===== src/rtl/stt_pkg.sv =====
package stt_pkg;
   typedef enum logic [2:0] {
      SM_FREE   = 3'd0,
      SM_QUAD_A = 3'd1,
      SM_QUAD_B = 3'd2,
      SM_QUAD_AB= 3'd3,
      SM_RELOAD = 3'd4,
      SM_GATE   = 3'd5,
      SM_START  = 3'd6,
      SM_EXTCLK = 3'd7
   } smode_t;

   localparam logic [2:0] SRC_ITR  = 3'b000;
   localparam logic [2:0] SRC_EDGE = 3'b100;
   localparam logic [2:0] SRC_IN1  = 3'b101;
   localparam logic [2:0] SRC_IN2  = 3'b110;
   localparam logic [2:0] SRC_EXT  = 3'b111;
endpackage


===== src/rtl/stt_trig_sel.sv =====
module stt_trig_sel
   import stt_pkg::*;
(
   input  logic       clk,
   input  logic       rst_n,
   input  logic       mode_free,
   input  logic       wr,
   input  logic [2:0] wdata,
   input  logic       itr0,
   input  logic       ti1,
   input  logic       ti2,
   input  logic       etr,
   input  logic       ti1_chg,
   output logic [2:0] sel,
   output logic       trg,
   output logic       trg_rise
);
   logic trg_q;

   always_ff @(posedge clk or negedge rst_n) begin
      if (!rst_n)                sel <= SRC_ITR;
      else if (wr && mode_free)  sel <= wdata;
   end

   always_comb begin
      case (sel)
         SRC_ITR:  trg = itr0;
         SRC_EDGE: trg = ti1_chg;
         SRC_IN1:  trg = ti1;
         SRC_IN2:  trg = ti2;
         SRC_EXT:  trg = etr;
         default:  trg = 1'b0;
      endcase
   end

   always_ff @(posedge clk or negedge rst_n) begin
      if (!rst_n) trg_q <= 1'b0;
      else        trg_q <= trg;
   end

   assign trg_rise = trg & ~trg_q;

   // selector moves only after a cycle in the free-running mode
   assert_sel_locked_R3: assert property (@(posedge clk) disable iff (!rst_n)
      (sel != $past(sel)) |-> $past(mode_free));
endmodule


===== src/rtl/stt_quad_dec.sv =====
module stt_quad_dec
   import stt_pkg::*;
(
   input  smode_t     mode,
   input  logic       ti1,
   input  logic       ti2,
   input  logic       chg1,
   input  logic       chg2,
   output logic       q_step,
   output logic       q_up
);
   logic up_on1, up_on2;

   assign up_on1 = ti1 ^ ti2;
   assign up_on2 = ~(ti1 ^ ti2);

   always_comb begin
      q_step = 1'b0;
      q_up   = 1'b0;
      case (mode)
         SM_QUAD_A:  begin q_step = chg1 & ~chg2; q_up = up_on1; end
         SM_QUAD_B:  begin q_step = chg2 & ~chg1; q_up = up_on2; end
         SM_QUAD_AB: begin q_step = chg1 ^ chg2;  q_up = chg1 ? up_on1 : up_on2; end
         default:    ;
      endcase
   end
endmodule


===== src/rtl/stt_counter.sv =====
module stt_counter #(
   parameter int CNT_W = 16
) (
   input  logic             clk,
   input  logic             rst_n,
   input  logic             step,
   input  logic             up,
   input  logic             load,
   input  logic [CNT_W-1:0] load_val,
   input  logic [CNT_W-1:0] arr,
   output logic [CNT_W-1:0] cnt
);
   localparam logic [CNT_W-1:0] ZERO = '0;
   localparam logic [CNT_W-1:0] ONE  = {{(CNT_W-1){1'b0}}, 1'b1};

   logic [CNT_W-1:0] nxt;

   always_comb begin
      if (up) nxt = (cnt >= arr) ? ZERO : cnt + ONE;
      else    nxt = (cnt == ZERO) ? arr : cnt - ONE;
   end

   always_ff @(posedge clk or negedge rst_n) begin
      if (!rst_n)    cnt <= ZERO;
      else if (load) cnt <= load_val;
      else if (step) cnt <= nxt;
   end

   // a count inside the range stays inside it while the top is steady
   assert_in_range_R5: assert property (@(posedge clk) disable iff (!rst_n)
      ($past(cnt) <= $past(arr) && $stable(arr)) |-> (cnt <= arr));
endmodule


===== src/rtl/slave_trig_timer.sv =====
module slave_trig_timer
   import stt_pkg::*;
#(
   parameter int CNT_W = 16
) (
   input  logic             clk,
   input  logic             rst_n,
   input  logic             cnt_en,
   input  logic             dir_down,
   input  logic [CNT_W-1:0] arr,
   input  logic [2:0]       slave_mode,
   input  logic             tsel_wr,
   input  logic [2:0]       tsel_data,
   input  logic             itr0,
   input  logic             ti1,
   input  logic             ti2,
   input  logic             etr,
   output logic [CNT_W-1:0] count,
   output logic             dir,
   output logic             upd,
   output logic             err,
   output logic             run
);
   localparam int NPIN = 2;

   generate
      if (CNT_W < 2 || CNT_W > 32) begin : g_bad_width
         $error("CNT_W must lie in 2..32");
      end
   endgenerate

   smode_t           mode;
   logic [NPIN-1:0]  pin, pin_q, chg;
   logic [2:0]       sel;
   logic             trg, trg_rise, q_step, q_up;
   logic             step, up, load, is_quad;
   logic [CNT_W-1:0] load_val;

   assign mode = smode_t'(slave_mode);
   assign pin  = {ti2, ti1};

   for (genvar i = 0; i < NPIN; i++) begin : g_edge
      always_ff @(posedge clk or negedge rst_n) begin
         if (!rst_n) pin_q[i] <= 1'b0;
         else        pin_q[i] <= pin[i];
      end
      assign chg[i] = pin[i] ^ pin_q[i];
   end

   stt_trig_sel u_sel (
      .clk(clk), .rst_n(rst_n), .mode_free(mode == SM_FREE),
      .wr(tsel_wr), .wdata(tsel_data),
      .itr0(itr0), .ti1(ti1), .ti2(ti2), .etr(etr), .ti1_chg(chg[0]),
      .sel(sel), .trg(trg), .trg_rise(trg_rise));

   stt_quad_dec u_quad (
      .mode(mode), .ti1(ti1), .ti2(ti2), .chg1(chg[0]), .chg2(chg[1]),
      .q_step(q_step), .q_up(q_up));

   assign err     = (mode == SM_GATE) && (sel == SRC_EDGE);
   assign is_quad = (mode == SM_QUAD_A) || (mode == SM_QUAD_B) || (mode == SM_QUAD_AB);
   assign load_val = dir_down ? arr : '0;

   always_comb begin
      step = 1'b0;
      up   = ~dir_down;
      load = 1'b0;
      case (mode)
         SM_FREE:   step = cnt_en;
         SM_QUAD_A, SM_QUAD_B, SM_QUAD_AB: begin step = q_step; up = q_up; end
         SM_RELOAD: if (trg_rise) load = 1'b1; else step = cnt_en;
         SM_GATE:   step = cnt_en & trg & ~err;
         SM_START:  step = run;
         SM_EXTCLK: step = trg_rise;
         default:   ;
      endcase
   end

   always_ff @(posedge clk or negedge rst_n) begin
      if (!rst_n) begin
         run <= 1'b0;
         upd <= 1'b0;
         dir <= 1'b0;
      end else begin
         run <= (mode == SM_START) && (run || trg_rise);
         upd <= (mode == SM_RELOAD) && trg_rise;
         if (!is_quad)    dir <= dir_down;
         else if (q_step) dir <= ~q_up;
      end
   end

   stt_counter #(.CNT_W(CNT_W)) u_cnt (
      .clk(clk), .rst_n(rst_n), .step(step), .up(up), .load(load),
      .load_val(load_val), .arr(arr), .cnt(count));

   // the update pulse never lasts two cycles
   assert_upd_single_R8: assert property (@(posedge clk) disable iff (!rst_n)
      upd |=> !upd);
   // illegal pairing freezes the count
   assert_err_hold_R12: assert property (@(posedge clk) disable iff (!rst_n)
      err |=> (count == $past(count)));
   // start latch drops outside trigger-start mode
   assert_run_clear_R10: assert property (@(posedge clk) disable iff (!rst_n)
      (mode != SM_START) |=> !run);
   // a reload pulse follows only a cycle spent in reload mode
   assert_upd_mode_R8: assert property (@(posedge clk) disable iff (!rst_n)
      upd |-> ($past(slave_mode) == 3'd4));
endmodule


===== config.mk =====
export PLATFORM = sky130hd
export DESIGN_NAME = slave_trig_timer
export DESIGN_NICKNAME = d
export VERILOG_FILES = /design/src/rtl/stt_pkg.sv /design/src/rtl/stt_trig_sel.sv /design/src/rtl/stt_quad_dec.sv /design/src/rtl/stt_counter.sv /design/src/rtl/slave_trig_timer.sv
export SDC_FILE = /design/constraint.sdc
export NUM_CORES = 1
export LEC_CHECK = 0
export BUFFER_PORTS_ARGS = -buffer_cell sky130_fd_sc_hd__buf_2
export CORE_MARGIN = 4
export CORE_UTILIZATION = 57
export DETAILED_ROUTE_END_ITERATION = 8
export MAX_ROUTING_LAYER = met4
export PLACE_DENSITY_LB_ADDON = 0.15
export SETUP_SLACK_MARGIN = 0.4
export SYNTH_ARGS = -nofsm -noshare
export SYNTH_HDL_FRONTEND = slang
export SYNTH_HIERARCHICAL = 1
export SYNTH_SLANG_ARGS = --single-unit

===== constraint.sdc =====
create_clock -name clk -period 3.82 [get_ports clk]
set_clock_uncertainty 0.05 [all_clocks]
set_input_delay 0.191 -clock clk [delete_from_list [all_inputs] [get_ports clk]]
set_output_delay 0.191 -clock clk [all_outputs]
set_load 0.005 [all_outputs]

# Word-level counts from Yosys, hierarchy flattened
# Index checks and enable logic that the tools add are counted.
# Widths: inputs -> output; s select.
# totals
register_bits	25
elab_cells	68
input_bits	31
out_inout_bits	20
# op_classes
reduce_logical	12
n_lt_le_gt_ge	1
n_eq_ne	12
muxes	17
addsub	2
n_bitwise	16
# op_table
operator	n
$mux 16	6
$eq 3x3->1 const B	8
$add 16x1->16 const B	1
$ge 16x16->1	1
$logic_not 16->1	1
$sub 16x1->16 const B	1
$mux 1	7
$not 1->1	7
$eq 3x2->1 const B	2
$logic_not 3->1	2
$pmux 1 s3	2
$pmux 1 s6	1
$and 1x1->1	5
$pmux 1 s5	1
$logic_and 1x1->1	4
$xor 1x1->1	4
$eq 3x1->1 const B	1
$logic_or 1x1->1	3
$reduce_or 3->1	1
$ne 2x2->1 const B	1
$reduce_bool 2->1	1

# Logic depth before layout (Yosys ltp)
# Gate-level depths: netlist of the first run.
# depth
word_depth	8
depth_mapped	15

# By module
# The synthesis of the first run kept the hierarchy.
# by_module_without_submodules
mod	instances	cells_per_inst	seq_area_each_um2	area_each_um2
stt_counter	1	272	400.4	2075.7
slave_trig_timer	1	49	125.1	402.9
stt_trig_sel	1	15	100.1	203.9
stt_quad_dec	1	13	0.0	96.3

# Least setup slack after synthesis of the first run
# OpenSTA, ideal clock, no wires.
# synth_timing
kind	reg-to-reg
start	register pin_q[0]
end	register u_cnt.cnt[3]
arrival_ps	2634
path_slack_ps	1068
t_required_ps	3701
synth_period_minus_slack_ps	2752
setup_time_ps	69
stages_incl_launch_ff	16
n_path_buf	1
cell_sequence	dfrtp_1 -> xor2_1 -> inv_1 -> ha_1 -> inv_1 -> mux2i_1 -> a211oi_1 -> o21ai_0 -> a21o_1 -> o211ai_1 -> buf_4 -> nor2b_1 -> o21ai_0 -> o22ai_1 -> nand2_1 -> nand3_1
# synth_via
word_cells_on_any_way	21
cone_classes	12 x mux; 8 x bitwise; 1 x reduce/logical
# synth_rtl
item	line_no	text
from (decl)	slave_trig_timer.sv:33	logic [NPIN-1:0] pin, pin_q, chg;
from (signal, indexed assignment)	slave_trig_timer.sv:45	else pin_q[i] <= pin[i];
$xor 1x1->1 *	slave_trig_timer.sv:47	assign chg[i] = pin[i] ^ pin_q[i];
net chg[0]	slave_trig_timer.sv:33	
$not 1->1	stt_quad_dec.sv:22	SM_QUAD_B: begin q_step = chg2 & ~chg1; q_up = up_on2; end
$and 1x1->1	stt_quad_dec.sv:22	
$pmux 1 s3 *	stt_quad_dec.sv:20	case (mode)
net q_step	slave_trig_timer.sv:35	logic trg, trg_rise, q_step, q_up;
$pmux 1 s6 *	slave_trig_timer.sv:68	case (mode)
net step	slave_trig_timer.sv:36	logic step, up, load, is_quad;
$reduce_bool 2->1 (no source line) *	-	
to (signal assigned)	stt_counter.sv:25	else if (load) cnt <= load_val;
to (signal assigned)	stt_counter.sv:26	else if (step) cnt <= nxt;
to (decl)	stt_counter.sv:11	output logic [CNT_W-1:0] cnt
# The timed path passes the listed nets; every way through them passes the cells marked *. The select of a mux whose other input is x is not followed.
# A chain may end at the register's enable or synchronous reset.

# Final worst setup path of the first run
# layout_timing
start	register u_cnt.cnt[0]
end	register u_cnt.cnt[1]
# layout_via
elab_chain_len	5
word_cells_on_any_way	9
cone_classes	2 x add/sub; 1 x order compare; 5 x mux; 1 x reduce/logical
# layout_rtl
item	line_no	text
$sub 16x1->16, or another cell as far along	stt_counter.sv:20	else nxt = (cnt == ZERO) ? arr : cnt - ONE;
$mux 16 (on tied branches)	stt_counter.sv:20, stt_counter.sv:19	
$mux 16 *	stt_counter.sv:19	if (up) nxt = (cnt >= arr) ? ZERO : cnt + ONE;
$mux 16 *	stt_counter.sv:26	
$mux 16 *	stt_counter.sv:25	
# Every way passes the cells marked *; elsewhere a longest branch is shown, timed or not. The select of a mux whose other input is x is not followed.

==> impl_summary.md, run 1 <==
Status
The run finished with clean final reports.

Detailed routing
The final route contains 2781 vias. The violation count after the first detailed-routing iteration is about 240. In this run the remaining antenna-violating nets after routing total 0.

The wire length after detailed routing is between 7000 and 8000 um. For this run, design rule violations remaining after detail routing come to 0. The post-detailed-route wirelength per cell is between 15 and 20 um. The first-pass iteration count of the detailed router is 4. The via count normalized by instance count is 6.07.

Logic synthesis
The number of nets handed over by synthesis was ~400. Of all flip-flops after synthesis, the portion carrying an async set or reset was 100%. Of the post-synthesis cell area, the dominant cell type holds 22.5%. The dominant cell type by area after synthesis is sky130_fd_sc_hd__dfrtp_1.

The multiplexer fraction of the synthesized cell area is under 10%. The synthesized netlist devotes 7.88% of its cell area to XOR and XNOR gates. The post-synth design cell area is 2780 um^2. After synthesis, the largest family of logic cells by area is simple AND/OR/NAND/NOR gates. The cell count after synthesis came out at 349. Of the total synthesized cell area, the portion taken by full adders, half adders and majority gates is 9.46%. Among all flip-flop cells after synthesis, the most frequent one is sky130_fd_sc_hd__dfrtp_1.

The synthesized netlist devotes 20.7% of its cell area to compound gates. After synthesis the netlist holds a flip-flop and latch count of 25. The sequential fraction of the synthesis area is between 20% and 30%. The synthesis warning total is 6. The simple-gate area share of the yosys netlist is 28.9%.

A synthesized cell averages 7.96 um^2. The number of enable flip-flop cells after synthesis is 0. In the post-synthesis netlist, the biggest area contributors are sky130_fd_sc_hd__dfrtp_1 (23%), sky130_fd_sc_hd__ha_1 (9.5%), sky130_fd_sc_hd__a21oi_1 (4.9%), sky130_fd_sc_hd__xor2_1 (4.4%), sky130_fd_sc_hd__and2_1 (4.1%). The count of different cell masters after synthesis is 58.

Timing
The max-slew headroom at the worst pin is between 50% and 60%. Setup repair after global routing left no endpoint under its margin. For the pin with the worst max-slew slack, the measured transition is 0.708 ns.

The number of endpoints with negative hold slack in the final report is 0. The number of slew-limit violations in the final report is 0. Adding up every negative setup slack in the final design gives 0 ns. Setup violations remaining at the end of the flow were counted as 0.

Derived from the worst setup path, the maximum achievable clock frequency is between 300 and 400 MHz. The worst hold-check slack is 0.0178 ns. The final critical delay including setup and external delays is about 3.1 ns. The part of the cycle the worst path needs is 81.7%.

Cells and area
The share of cells above drive strength 1 is 20.7%. 0 antenna diodes ended up in the layout. Counting the fill cells in the layout gives 400. In the layout the commonest cells are sky130_fd_sc_hd__buf_2 (50), sky130_fd_sc_hd__a21oi_1 (27), sky130_fd_sc_hd__inv_1 (26). For this run, the share of the core covered by cells in the final layout is 66.3%. The post-layout instance area is about 3100 um^2.

Compared with the post-synthesis result, the final layout area differs by 12.7%. The sequential cells in the finished layout cover a total of approximately 630 um^2. The number of nets in the layout is 444.

The most frequent standard cell in the layout excluding fill and tap cells is sky130_fd_sc_hd__buf_2. Summing all multi-input logic gate instances after layout gives approximately 2000 um^2.

Hold path
The worst min-delay path category is input pin to flip-flop. The path with the worst hold slack has its endpoint at pin_q[0]. Counting instances, the worst hold path has a depth of 1. The hold path startpoint is ti1.

CTS
Clock latency on the worst-skew pair, taken at its later pin, is ~0.28 ns. The number of clock buffers added by TritonCTS is 3. The clock passes through at most 2 buffers.

The cell at the root of the clock tree is sky130_fd_sc_hd__clkbuf_8. The number of H-tree branching levels is 1. The number of sinks on the clock net is 25. TritonCTS built the clock tree. The post-CTS clock slew at the launch and capture registers of the worst setup and hold paths is roughly 0.10 ns.

Pwr
The sequential power share is 34.7%. In this run the static leakage power is 1.51 nW. The net switching power of the design is 0.000802 W. VDD sags by at most around 0.00029 V. The clock group share of total power is 10.3%. The switching share of power is 47.4%.

In this run the power density over the cells is 540 nW/um^2. The internal power component is 0.000888 W. The proportion of power drawn by combinational gates is 55.0%.

Worst setup path
The required time at the worst-slack endpoint is 3.97 ns. In this run the register-to-register setup slack is 0.70 ns. At the worst endpoint, the arrival time is 3.26 ns. The nature of the critical path startpoint is a flip-flop.

The worst reg2reg path depth is 8. The worst setup path is captured at a flip-flop. The critical path is of the flip-flop to flip-flop type. In this run the critical register-to-register path is captured at u_cnt/cnt[1]. The largest fanout of any net on the critical path is 16. The beginning of the worst register-to-register path is u_cnt/cnt[0].

Run
The max-capacitance violation count is 0.

Floorplan
From bottom edge to top edge, the die measures 77.8 um. The initial core utilization is 58.8%. Row generation in the floorplan step produced 25 rows.

51 I/O pins were placed. The floorplan step defined a die boundary enclosing 6060 um^2. Measured along the x axis, the die boundary spans 77.8 um. The total area inside the core boundary comes to about 4700 um^2.

Placed design
The half-perimeter wire length after detailed placement is 5340 um. The cell area reported after detailed placement is 3040 um^2. The routability congestion estimate is 0.848. The number of input and output port buffers inserted is 50.

Global routing
The overall fraction of global-route tracks in use is 25.4%. The number of global-route vias before repair is 2499. The initial antenna violation count was 0.

The largest net degree at the start of global routing is 33. The first global-routing pass estimated 12300 um of wire. The sum of overflow across all layers after global routing is 0.
-- per-stage QoR --
stage	power [W]	worst slack, ns	cells
after CTS	0.00167	0.480	455
after global placement	0.00148	0.685	450
final	0.00169	0.701	458
after floorplan	0.00121	1.07	349
after detailed placement	0.00149	0.504	450
after global routing	0.00183	0.535	458
-- power groups by stage --
stage	Sequential (W)	Clock, W	Combinational, W
after global routing	0.000610	0.000188	0.00103
after detailed placement	0.000591	0	0.000903
final	0.000587	0.000174	0.000928
after global placement	0.000586	0	0.000890
after floorplan	0.000477	0	0.000738
after CTS	0.000586	0.000178	0.000911
-- synth_stat cells (2+ instances only) --
cell and count:
sky130_fd_sc_hd__nor3b_1 5, sky130_fd_sc_hd__o211ai_1 8, sky130_fd_sc_hd__a31oi_1 5, sky130_fd_sc_hd__a21o_1 4, sky130_fd_sc_hd__nand3_1 16, sky130_fd_sc_hd__a211oi_1 2
sky130_fd_sc_hd__nand4_1 7, sky130_fd_sc_hd__nor2b_1 3, sky130_fd_sc_hd__clkbuf_1 11, sky130_fd_sc_hd__nor4b_1 3, sky130_fd_sc_hd__and2_1 18, sky130_fd_sc_hd__o21ai_0 16
sky130_fd_sc_hd__and3_1 6, sky130_fd_sc_hd__dfrtp_1 25, sky130_fd_sc_hd__nor3_1 5, sky130_fd_sc_hd__xnor2_1 11, sky130_fd_sc_hd__xor2_1 14, sky130_fd_sc_hd__nand3b_1 2
sky130_fd_sc_hd__o31a_1 2, sky130_fd_sc_hd__a211o_1 11, sky130_fd_sc_hd__buf_2 6, sky130_fd_sc_hd__a21oi_1 27, sky130_fd_sc_hd__or3_1 12, sky130_fd_sc_hd__nand2_1 23
sky130_fd_sc_hd__ha_1 21, sky130_fd_sc_hd__mux2i_1 2, sky130_fd_sc_hd__mux2_2 5, sky130_fd_sc_hd__nor2_1 24, sky130_fd_sc_hd__inv_1 26
-- critical path, stage by stage, from the launching register on --
cell and delay [ns]:
sky130_fd_sc_hd__dfrtp_1 0.56, sky130_fd_sc_hd__inv_1 0.18, sky130_fd_sc_hd__ha_1 0.30, sky130_fd_sc_hd__nand2b_4 0.13
sky130_fd_sc_hd__a2111o_1 0.40, sky130_fd_sc_hd__a221o_1 0.38, sky130_fd_sc_hd__a211oi_4 0.67, sky130_fd_sc_hd__a21oi_1 0.15
sky130_fd_sc_hd__a21oi_1 0.21
-- worst max-delay path by stage --
stage / from / to / slack, ns / cells past startpoint
2_1_floorplan: pin_q[0] / u_cnt/cnt[3] / 1.07 / 15
3_3_place_gp: pin_q[0] / u_cnt/cnt[3] / 0.68 / 12
3_5_place_dp: pin_q[0] / u_cnt/cnt[3] / 0.50 / 14
4_1_cts: pin_q[0] / u_cnt/cnt[3] / 0.48 / 14
5_1_grt: pin_q[0] / u_cnt/cnt[15] / 0.53 / 9
6_report: u_cnt/cnt[0] / u_cnt/cnt[1] / 0.70 / 8
-- cell type report --
cell class | count | area share (%)
multi-input cells | 277 | 62.4
clock buffers | 3 | 1.32
well taps | 67 | 2.68
inverters | 26 | 3.12
repair buffers | 59 | 10.2
flip-flops and latches | 25 | 20.0
clock inverters | 1 | 0.280
-- timing repair --
action                                 in CTS  in global routing
buffers inserted                            0                  3
setup endpoints to repair                   0                 16
hold buffers                                1                  0
endpoints found under the hold margin      25                  0
resized for setup                           0                  1
-- kinds of logic (layout without fill, tap and decap cells) --
group / Yosys count / after routing
AO/OA/AOI/OAI: 86 / 86
flip-flops: 25 / 25
buffers and inverters: 47 / 89
adder cells (fa/ha/maj): 21 / 21
multiplexers: 8 / 8
AND/OR/NAND/NOR: 137 / 137
XOR/XNOR: 25 / 25
-- metal layers --
metal	vias to the layer above	part of all wire (%)	GRT usage (%)	wire, um
met1	1325	44	34.3	3270
met2	111	47	40.3	3530
li1	1333	-	-	-
met4	0	1.8	6.23	135
met5	-	0	-	0
met3	12	6.7	3.36	500
-- registers in the layout, summed over array words and instances (netlist names) --
name         count
u_sel/trg_q      1
u_sel/sel        3
u_cnt/cnt       16
run              1
dir              1
upd              1
pin_q            2
(Power assumes the default switching activity.)
==> run 2, diff against run 1 <==
--- a/config.mk
+++ b/config.mk
@@ -7,7 +7,7 @@
 export LEC_CHECK = 0
 export BUFFER_PORTS_ARGS = -buffer_cell sky130_fd_sc_hd__buf_2
 export CORE_MARGIN = 4
-export CORE_UTILIZATION = 57
+export CORE_UTILIZATION = 51
 export DETAILED_ROUTE_END_ITERATION = 8
 export MAX_ROUTING_LAYER = met4
 export PLACE_DENSITY_LB_ADDON = 0.15
==> constraint.sdc (replaced) <==
create_clock -name clk -period 2.7 [get_ports clk]
set_clock_uncertainty 0.05 [all_clocks]
set_input_delay 0.135 -clock clk [delete_from_list [all_inputs] [get_ports clk]]
set_output_delay 0.135 -clock clk [all_outputs]
set_load 0.005 [all_outputs]
==> run 2 against run 1 <==
Sequential power grew 11%. The run now ends with negative setup slack left. Maximum frequency grew 15%. Power grew 66%. First-iteration DRC count shrank 0.41%. Utilization grew 3.5 points. Register-to-register slack lost 0.71 ns. Sequential cell count is the same. Routed wire length grew 15%. Sequential share of layout area shrank 2.7 points. Worst hold slack gained 0.017 ns.
==> impl_summary.md, run 2 (synthesized netlist as in run 1, its figures left out) <==
Floorplan
The initial core utilization is 53.4%. The die width is 81.8 um. The die is 81.8 um tall. The area of the placeable core is 5200 um^2. Pin placement for this block handled 51 I/O pins.

In this run the core area contains 26 standard-cell rows. The die outline area is 6690 um^2.

Placed design
After legalization and detailed placement, the total HPWL measured approximately 5700 um. The number of input and output port buffers inserted is 50. Summing all placed instances gives a cell area of roughly 3300 um^2.

The routability congestion estimate is 0.849.

CTS
The clock latency at the later pin of the worst-skew pair is 0.27 ns. The post-CTS clock slew at the launch and capture registers of the worst setup and hold paths is ~0.1 ns. In this run the deepest clock path goes through 2 buffers. The cell sitting at the root of the clock tree is a sky130_fd_sc_hd__clkbuf_8.

The TritonCTS buffer count is 3. CTS built an H-tree with a depth of 1. The number of sinks on the clock net is 25. The CTS tree is built.

Hold path
Along the worst hold path, the cell count comes to 2. The worst hold path belongs to the class input pin to flip-flop. The worst hold path begins at tsel_data[1]. The path with the worst hold slack has its endpoint at u_sel/sel[1].

Worst setup path
On the critical path, the stage with the largest delay is an instance of sky130_fd_sc_hd__dfrtp_1. The setup slack of the worst register-to-register path is -0.009 ns. Traced cell by cell, the critical path runs through xor2_2, ha_4, inv_2, mux2i_1, a211oi_2, a22oi_1, o211ai_1, buf_4, buf_6, nor2_4, nor4b_2, o211ai_1, nand3_1. STA puts the critical path data arrival time at approximately 2.9 ns. The worst setup path is launched from a flip-flop. The most prevalent standard cell on the critical path is sky130_fd_sc_hd__o211ai_1. Along the worst path, the maximum fanout reaches 4. The sum of buffers and inverters on the critical path is 3. The kind of cell with the highest combined delay on the critical path is compound AO/OA/AOI/OAI gates. Counting cells, the worst reg-to-reg path comes to 13. The required time at the worst-slack endpoint is 2.86 ns. In this run the number of cells on the critical path is 13. The beginning of the worst register-to-register path is pin_q[1].

STA classifies the critical path endpoint as a flip-flop. The source of the critical timing path is pin_q[1]. The critical setup path kind is flip-flop to flip-flop. The endpoint identified for the worst register-to-register timing path is u_cnt/cnt[8]. For this run, the slowest stage of the critical path takes 0.41 ns.

Cells and area
Leaving out fill and tap cells, the most frequent cells in the layout are sky130_fd_sc_hd__buf_2 (50), sky130_fd_sc_hd__buf_4 (30), sky130_fd_sc_hd__nand2_1 (23), sky130_fd_sc_hd__dfrtp_1 (23). After the last flow step, the layout net total stands at approximately 480. In the final layout, the registers with the most flip-flops are u_cnt/cnt x16, u_sel/sel x3, pin_q x2. The number of antenna diodes in the final layout is 0. At the end of the flow the core is filled with cells to 69.7%. The number of flip-flops in the largest register is 16.

Compared with the post-synthesis result, the final layout area differs by 30.6%. The number of filler instances in the final layout is 449. With fillers left out, the area of the finished cells amounts to approximately 3600 um^2. Leaving out fill and tap cells, the most frequent cell in the layout is sky130_fd_sc_hd__buf_2. More flip-flops sit in one register than any other, and that register is u_cnt/cnt.

The share of cells above drive strength 1 is 34.4%.

Run
The max-capacitance violation count is 0.

Timing
After layout, the worst path uses 100% of the clock period. Setup repair after global routing could not meet its margin everywhere. The number of endpoints with negative hold slack in the final report came to 0. The final critical delay including setup and external delays is ~2.7 ns. The slack of the critical path is -0.00887 ns. The count of final setup violators is 1. At the pin with the least slew margin, the transition time is 0.627 ns. The max-slew headroom at the worst pin is 58.2%. The peak clock frequency supported by timing is around 370 MHz. The number of slew-limit violations in the final report is 0.

Global routing
The first global-routing pass estimated 12600 um of wire. The largest net degree at the start of global routing is 33. The overall fraction of global-route tracks in use is 25.1%. The initial antenna violation count is 0. The number of global-route vias before repair is 2639. Global routing finished with a remaining overflow of 0.

Detailed routing
Dividing the detail-routed wire length by the instance count gives 17.4 um. Summing over every cut layer, the via total after detailed routing is 2993. The final layout contains routed wiring with a total length of 8580 um.

Using the TritonRoute via totals, the vias-per-cell ratio works out to 6.08. The count of nets left with antenna violations once routing finished came out at 0. The first-pass iteration count of the detailed router is 5. The violation count after the first detailed-routing iteration is 242. In the routed design, unresolved DRC markers number 0.

Status
The flow ran to the end, but the final reports show violations. The final reports fail on negative setup slack.

Pwr
Of the total power, registers draw 23.4%. For this design the static power due to leakage is 1.71 nW. The power density over the cells is 770 nW/um^2. The peak ir drop on the vdd network is 0.000452 V. The share of total power dissipated in combinational logic is between 60% and 70%. Cell internal power was estimated by the tool at 0.00151 W. The clock network is responsible for about 8.5% of the overall power. Summed over all nets, the switching power comes to 0.00128 W. The switching share of power is a little under half. Power comes to 0.00280 W.
## run 2: final cells by class
class | count | area, um^2 | area share (%)
Sequential cell | 25 | 628 | 17.3
Tap cell | 70 | 87.6 | 2.41
Multi-Input combinational cell | 277 | 2170 | 59.7
Inverter | 26 | 97.6 | 2.69
Timing Repair Buffer | 90 | 602 | 16.6
Clock inverter | 1 | 5.00 | 0.138
Clock buffer | 3 | 41.3 | 1.14
## run 2: worst max path at each step
stage,end
floorplan,u_cnt/cnt[3]
global placement,u_cnt/cnt[0]
detailed placement,u_cnt/cnt[12]
CTS,u_cnt/cnt[0]
global route,u_cnt/cnt[8]
finish,u_cnt/cnt[8]
## run 2: stage by stage
step	hold slack, ns	instances	setup WS (ns)	TNS [ns]
floorplan	-0.211	349	0.310	0
global placement	0.139	473	0.139	0
detailed placement	0.144	473	0.0843	0
CTS	0.0284	481	0.194	0
global route	0.0347	492	-0.111	-0.515
finish	0.0353	492	-0.00887	-0.00887
## run 2: worst reg2reg max path: cells and delay by family, from the launching register on
| family | cells | cell delay (ns) |
|---|---|---|
| AOI/OAI and AO/OA | 4 | 0.86 |
| and+or+nand+nor | 3 | 0.43 |
| DFF | 1 | 0.41 |
| buffers and inverters | 3 | 0.32 |
| xor gates and xnor gates | 1 | 0.24 |
| adders and majority gates | 1 | 0.24 |
| muxes | 1 | 0.08 |
## run 2: power groups by stage
| stage | Clock, W | Combinational, W | Sequential (W) |
|---|---|---|---|
| 2_1_floorplan | 0 | 0.00107 | 0.000678 |
| 3_5_place_dp | 0 | 0.00167 | 0.000657 |
| 6_report | 0.000237 | 0.00191 | 0.000653 |
| 4_1_cts | 0.000247 | 0.00171 | 0.000651 |
| 3_3_place_gp | 0 | 0.00163 | 0.000650 |
| 5_1_grt | 0.000258 | 0.00208 | 0.000674 |
## run 2: routing by layer
metal	share of wire, %	GRT usage [%]
met1	41	32.1
met2	50	43.1
met3	7.5	2.08
met4	1.7	5.81
met5	0	-
## run 2: repair_timing
action                                 CTS  global route
pin swaps                                4            17
setup buffers                            1            11
hold buffers                             3             0
endpoints found under the hold margin   27             0
setup endpoints to repair               16            16
resized for setup                        9            45
